[src/rtl/mdio_pkg.sv]
package mdio_pkg;
  localparam int FRAME_W    = 32;
  localparam int DATA_W     = 16;
  localparam int PRE_BITS   = 32;
  localparam int TOTAL_BITS = PRE_BITS + FRAME_W;
  localparam int CNT_W      = $clog2(TOTAL_BITS);
  localparam int OP_HI      = 29;
  localparam int OP_LO      = 28;
  localparam logic [1:0] OP_READ = 2'b10;
  localparam int RELEASE_IDX = PRE_BITS + 15;
  localparam int RDATA_IDX   = PRE_BITS + 16;
  localparam logic [1:0] ADDR_FRAME = 2'd0;
  localparam logic [1:0] ADDR_DIV   = 2'd1;
  localparam logic [1:0] ADDR_STAT  = 2'd2;
endpackage

[src/rtl/mdio_clkdiv.sv]
module mdio_clkdiv #(
  parameter int DIV_W = 8
) (
  input  logic             clk,
  input  logic             rst_n,
  input  logic             run,
  input  logic [DIV_W-1:0] div,
  output logic             tick
);
  logic [DIV_W-1:0] cnt_q;

  assign tick = run && (cnt_q == div - 1'b1);

  always_ff @(posedge clk or negedge rst_n) begin
    if (!rst_n)      cnt_q <= '0;
    else if (!run)   cnt_q <= '0;
    else if (tick)   cnt_q <= '0;
    else             cnt_q <= cnt_q + 1'b1;
  end

  AST_TICK_SPACED: assert property (@(posedge clk) disable iff (!rst_n)
    (run && div > 1 && tick) |=> !tick);
endmodule

[src/rtl/mdio_seq.sv]
module mdio_seq
  import mdio_pkg::*;
(
  input  logic               clk,
  input  logic               rst_n,
  input  logic               start,
  input  logic [FRAME_W-1:0] frame_in,
  input  logic               tick,
  input  logic               mdio_i,
  output logic               busy,
  output logic               done,
  output logic               is_read,
  output logic [DATA_W-1:0]  rd_data,
  output logic               mdc,
  output logic               mdio_o,
  output logic               mdio_oe
);
  localparam logic [CNT_W-1:0] PRE_C  = CNT_W'(PRE_BITS);
  localparam logic [CNT_W-1:0] LAST_C = CNT_W'(TOTAL_BITS - 1);
  localparam logic [CNT_W-1:0] REL_C  = CNT_W'(RELEASE_IDX);
  localparam logic [CNT_W-1:0] RDAT_C = CNT_W'(RDATA_IDX);

  logic               busy_q, mdc_q, done_q, rd_q;
  logic [CNT_W-1:0]   cnt_q;
  logic [FRAME_W-1:0] sreg_q;
  logic [DATA_W-1:0]  rdat_q;

  always_ff @(posedge clk or negedge rst_n) begin
    if (!rst_n) begin
      busy_q <= 1'b0;
      mdc_q  <= 1'b0;
      done_q <= 1'b0;
      rd_q   <= 1'b0;
      cnt_q  <= '0;
      sreg_q <= '0;
      rdat_q <= '0;
    end else begin
      done_q <= 1'b0;
      if (start && !busy_q) begin
        busy_q <= 1'b1;
        mdc_q  <= 1'b0;
        cnt_q  <= '0;
        sreg_q <= frame_in;
        rd_q   <= (frame_in[OP_HI:OP_LO] == OP_READ);
      end else if (busy_q && tick) begin
        if (!mdc_q) begin
          mdc_q <= 1'b1;
          if (rd_q && cnt_q >= RDAT_C) rdat_q <= {rdat_q[DATA_W-2:0], mdio_i};
        end else begin
          mdc_q <= 1'b0;
          if (cnt_q >= PRE_C) sreg_q <= {sreg_q[FRAME_W-2:0], 1'b0};
          if (cnt_q == LAST_C) begin
            busy_q <= 1'b0;
            done_q <= 1'b1;
          end else begin
            cnt_q <= cnt_q + 1'b1;
          end
        end
      end
    end
  end

  assign busy    = busy_q;
  assign done    = done_q;
  assign is_read = rd_q;
  assign rd_data = rdat_q;
  assign mdc     = mdc_q;
  assign mdio_o  = (!busy_q || cnt_q < PRE_C) ? 1'b1 : sreg_q[FRAME_W-1];
  assign mdio_oe = busy_q && !(rd_q && cnt_q >= REL_C);

  AST_IDLE_QUIET: assert property (@(posedge clk) disable iff (!rst_n)
    !busy_q |-> (!mdc_q && !mdio_oe));
  AST_MDC_ON_TICK: assert property (@(posedge clk) disable iff (!rst_n)
    (busy_q && !tick) |=> $stable(mdc_q));
  AST_OUT_STABLE_HIGH: assert property (@(posedge clk) disable iff (!rst_n)
    (busy_q && mdc_q && !tick) |=> ($stable(mdio_o) && $stable(mdio_oe)));
  AST_PREAMBLE_ONES: assert property (@(posedge clk) disable iff (!rst_n)
    (busy_q && cnt_q < PRE_C) |-> (mdio_o && mdio_oe));
  AST_READ_RELEASE: assert property (@(posedge clk) disable iff (!rst_n)
    (busy_q && rd_q && cnt_q >= RDAT_C) |-> !mdio_oe);
endmodule

[src/rtl/mdio_mgmt_ctrl.sv]
module mdio_mgmt_ctrl
  import mdio_pkg::*;
#(
  parameter int DIV_W = 8
) (
  input  logic        clk,
  input  logic        rst_n,
  input  logic        bus_wr,
  input  logic [1:0]  bus_addr,
  input  logic [31:0] bus_wdata,
  output logic [31:0] bus_rdata,
  output logic        mdc,
  output logic        mdio_o,
  output logic        mdio_oe,
  input  logic        mdio_i,
  output logic        irq
);
  logic [FRAME_W-1:0] frame_q;
  logic [DIV_W-1:0]   div_q, div_act_q;
  logic               pend_q, flag_q;
  logic               busy, done, is_read, tick, start;
  logic [DATA_W-1:0]  rd_data;

  logic wr_frame, wr_div, clr_flag;
  assign wr_frame = bus_wr && bus_addr == ADDR_FRAME && !busy;
  assign wr_div   = bus_wr && bus_addr == ADDR_DIV;
  assign clr_flag = bus_wr && bus_addr == ADDR_STAT && bus_wdata[0];
  assign start    = pend_q && (div_q != '0) && !busy;

  always_ff @(posedge clk) begin
    if (wr_frame)             frame_q <= bus_wdata;
    else if (done && is_read) frame_q[DATA_W-1:0] <= rd_data;
  end

  always_ff @(posedge clk or negedge rst_n) begin
    if (!rst_n) begin
      div_q     <= '0;
      div_act_q <= '0;
      pend_q    <= 1'b0;
      flag_q    <= 1'b0;
    end else begin
      if (wr_div)        div_q <= bus_wdata[DIV_W-1:0];
      if (start)         div_act_q <= div_q;
      if (wr_frame)      pend_q <= 1'b1;
      else if (start)    pend_q <= 1'b0;
      if (done)          flag_q <= 1'b1;
      else if (clr_flag) flag_q <= 1'b0;
    end
  end

  always_comb begin
    case (bus_addr)
      ADDR_FRAME: bus_rdata = frame_q;
      ADDR_DIV:   bus_rdata = 32'(div_q);
      ADDR_STAT:  bus_rdata = {31'b0, flag_q};
      default:    bus_rdata = '0;
    endcase
  end

  assign irq = flag_q;

  mdio_clkdiv #(.DIV_W(DIV_W)) clkdiv_i (
    .clk(clk), .rst_n(rst_n), .run(busy), .div(div_act_q), .tick(tick)
  );

  mdio_seq seq_i (
    .clk(clk), .rst_n(rst_n), .start(start), .frame_in(frame_q),
    .tick(tick), .mdio_i(mdio_i), .busy(busy), .done(done),
    .is_read(is_read), .rd_data(rd_data), .mdc(mdc),
    .mdio_o(mdio_o), .mdio_oe(mdio_oe)
  );

  AST_NO_START_ZERO_DIV: assert property (@(posedge clk) disable iff (!rst_n)
    (div_q == '0 && !busy) |=> !busy);
  AST_FLAG_STICKY: assert property (@(posedge clk) disable iff (!rst_n)
    (flag_q && !clr_flag) |=> flag_q);
  AST_BUSY_WRITE_IGNORED: assert property (@(posedge clk) disable iff (!rst_n)
    (busy && bus_wr && bus_addr == ADDR_FRAME) |=> $stable(frame_q[FRAME_W-1:DATA_W]));
endmodule

[config.mk]
export PLATFORM = sky130hd
export DESIGN_NAME = mdio_mgmt_ctrl
export DESIGN_NICKNAME = d
export VERILOG_FILES = /design/src/rtl/mdio_pkg.sv /design/src/rtl/mdio_clkdiv.sv /design/src/rtl/mdio_seq.sv /design/src/rtl/mdio_mgmt_ctrl.sv
export SDC_FILE = /design/constraint.sdc
export NUM_CORES = 1
export LEC_CHECK = 0
export ABC_AREA = 1
export BUFFER_PORTS_ARGS = -buffer_cell sky130_fd_sc_hd__clkbuf_2
export CAP_MARGIN = 20
export CORE_MARGIN = 5
export CORE_UTILIZATION = 35
export CTS_CLUSTER_DIAMETER = 100
export DETAILED_ROUTE_END_ITERATION = 8
export PLACE_DENSITY = 0.52
export SYNTH_ARGS = -nofsm -noshare
export SYNTH_HDL_FRONTEND = slang
export SYNTH_SLANG_ARGS = --single-unit
[constraint.sdc]
create_clock -name clk -period 3.9 [get_ports clk]
set_clock_uncertainty 0.1 [all_clocks]
set_input_delay 0.975 -clock clk [delete_from_list [all_inputs] [get_ports clk]]
set_output_delay 0.975 -clock clk [all_outputs]
set_load 0.005 [all_outputs]
==> run_results.csv <==
group,metric,value,unit
yosys,post_synthesis_instance_area,0.00565,mm²
critical_path,worst-path-max-fanout,17,
pwr,power.leakage,3.36,nW
layout,drive_gt1_share,17.2,%
timing,setup_slack,0.641,ns
critical_path,setup.worst_path.end_class,"output port",
clock_tree,numCtsBuffers,17,
floorplan,die_h,137,µm
critical_path,worst-r2r-setup-slack,1.07,ns
timing,worst_hold_slack,0.380,ns
timing,slew_viol_final,0,
yosys,number_of_distinct_library_cell_variants_in_the_gate_level_netlist_after_synthesis,36,
layout,final_common_cell,"nand2_1",
timing,timing.setup.tns,0,ns
timing,final-hold-violation-count,0,
global_route,grt_max_degree,71,
yosys,post_synth_top_area_share,37.2,%
global_route,antenna_violations_before_repair,0,
timing,final-setup-viol-count,0,
floorplan,dieWidth,137,µm
floorplan,initial_core_util,35.6,%
pwr,vdd_ir_drop_max,0.312,mV
clock_tree,deepest_level_of_the_cts_h_tree,4,
routing,post_drt_wl_per_cell,13.6,µm
timing,max_clock_freq,307,MHz
pwr,powerDensity,458,mW/mm²
critical_path,cp.required,2.82,ns
timing,rsz0062_at_grt,"no",
run,max_cap_viol_count,0,
layout,sequential_cell_area,0.00306,mm²
routing,post_route_wl,13.1,mm
clock_tree,tritoncts,"yes",
routing,remaining_drc_errors,0,
yosys,synth_enable_flop_cells,32,
yosys,yosys_warnings,0,
layout,fill_cells,1602,
clock_tree,cts_root_buffer,"clkbuf_16",
routing,detail-route-antenna-nets,0,
routing,dr.first_iter.drc_count,365,
yosys,synth.avg_cell_area,8.50,µm²
routing,vias_per_cell,4.66,
critical_path,worstSetupStartpointType,"input pin",
status,outcome,"completed",
placement,place.port_buffers,73,
timing,timing.slew.headroom,45.8,%
clock_tree,post_cts_hold_buffer_count,0,
layout,syn2layout_area_growth,20.3,%
layout,final_area,0.00680,mm²
yosys,portion_of_the_post_synthesis_area_used_by_sequential_elements,54.2,%
yosys,netlist_top_cells_area,"dfrtp_1 37%, edfxtp_1 17%, nand2_1 10%",
floorplan,floorplan.die_area,0.0188,mm²
yosys,netlist_instances,665,
floorplan,placeableCoreArea,0.0159,mm²
pwr,totalPowerFinal,0.00311,W
yosys,synth_fp_nets,707,
critical_path,crit_type,"in2out",
routing,via_count,4476,
global_route,grt_remaining_overflow,0,
clock_tree,worstSkewPairLatency,0.41,ns
timing,post-route-period-util,83.6,%
min_path,hp-class,"reg2reg",
placement,gp_congestion,0.789,
yosys,yosys.area.top_type,"dfrtp_1",
placement,detailedPlacementHpwl,8.98,mm
timing,finalWorstPathRequiredPeriod,3.26,ns
clock_tree,cts_setup_buffers,0,
clock_tree,path_clk_slew,0.05,ns
yosys,async_flop_share,72.4,%
layout,total_inserted_antenna_cells,0,
layout,finish.net_count,773,
critical_path,worst_ep_arrival_time,2.18,ns
clock_tree,ctsResizeCount,0,
layout,multi_input_area,0.00210,mm²
clock_tree,clockBufferDepth,2,
global_route,grt_first_pass_wirelength,22.1,mm
placement,pre_cts_slack,0.646,ns
floorplan,pin_count,74,
clock_tree,tritoncts_num_sinks,116,
global_route,first_global_vias,4480,
yosys,ys_ff_latch,116,
routing,detailedRoute.firstPassIterationCount,4,
placement,post_dp_cell_area,0.00617,mm²
timing,worstMarginPinSlew,0.813,ns
yosys,postSynth.topFlopCell,"dfrtp_1",
global_route,grt_usage,15.1,%
layout,layout.cells.most_common_list,"156 x nand2_1, 84 x dfrtp_1, 82 x inv_1",
floorplan,num_rows,46,
[cell usage after synthesis (3+ instances only)]
| master | count |
|---|---|
| buf_2 | 6 |
| nand3_1 | 79 |
| dfrtp_1 | 84 |
| o22ai_1 | 7 |
| xor2_1 | 8 |
| ha_1 | 4 |
| buf_6 | 6 |
| nor3_1 | 5 |
| nand2_1 | 156 |
| xnor2_1 | 4 |
| inv_1 | 82 |
| clkbuf_1 | 17 |
| nor2_4 | 3 |
| a21oi_1 | 11 |
| nand2_2 | 3 |
| edfxtp_1 | 32 |
| nand4_1 | 8 |
| o21ai_2 | 6 |
| nor2_1 | 57 |
| o21ai_1 | 11 |
| o21ai_0 | 57 |
[cell type report]
class / instances / share of cell area [%]
flip-flops and latches: 116 / 45.1
multi-input cells: 432 / 30.9
clock buffers: 19 / 6.52
repair buffers: 79 / 6.08
inverters: 85 / 4.69
well taps: 216 / 3.98
clock inverters: 13 / 2.74
[worst max-delay path: stages]
cell,delay (ns)
clkbuf_2,0.12
nor2_1,0.07
inv_1,0.52
buf_4,0.33
nor2_1,0.06
clkbuf_2,0.11
[layer usage]
layer	global-route usage [%]	vias to the layer above	part of all wire [%]
li1	-	2293	-
met1	19.5	2076	46
met2	24.0	84	48
met3	4.04	23	3.8
met4	6.37	0	2.2
met5	0	-	0
[path summary, 6_finish.rpt]
check,depth (start not counted),from,end
hold / removal,2,seq_i.rd_data[0]$_DFFE_PN0P_,seq_i.rd_data[0]$_DFFE_PN0P_
max in group asynchronous,2,rst_n,seq_i.sreg_q[15]$_DFFE_PN0P_
hold reg to reg,2,seq_i.rd_data[0]$_DFFE_PN0P_,seq_i.rd_data[0]$_DFFE_PN0P_
min in group asynchronous,1,rst_n,seq_i.rd_data[8]$_DFFE_PN0P_
setup reg to reg,7,div_q[5]$_DFFE_PN0P_,seq_i.sreg_q[31]$_DFFE_PN0P_
setup / recovery,6,bus_addr[1],bus_rdata[13]
[sequential cells by signal (all words and copies together) (netlist names), 6 cells and up]
| name | flops |
|---|---|
| div_act_q | 8 |
| frame_q | 32 |
| seq_i.sreg_q | 32 |
| clkdiv_i.cnt_q | 8 |
| seq_i.cnt_q | 6 |
| seq_i.rd_data | 16 |
| div_q | 8 |
[cell families after synthesis]
logic type | count (synthesis) | share of synthesized area, %
compound gates | 94 | 8.97
xor+xnor | 12 | 1.86
fa+ha+maj | 4 | 0.886
buf+inv | 117 | 8.77
flops | 116 | 54.2
simple gates | 322 | 25.3
[through the flow]
stage	util [%]	std cells
floorplan	-	665
global placement	38.8	928
detailed placement	38.8	928
CTS	42.8	960
global route	42.8	960
finish	42.8	960
[report_power, final]
group | internal (W) | switching (W)
registers | 0.00128 | 0.0000197
clock network | 0.00114 | 0.000533
logic | 0.0000559 | 0.0000862
Note: power is estimated with default switching activity, not from simulation.
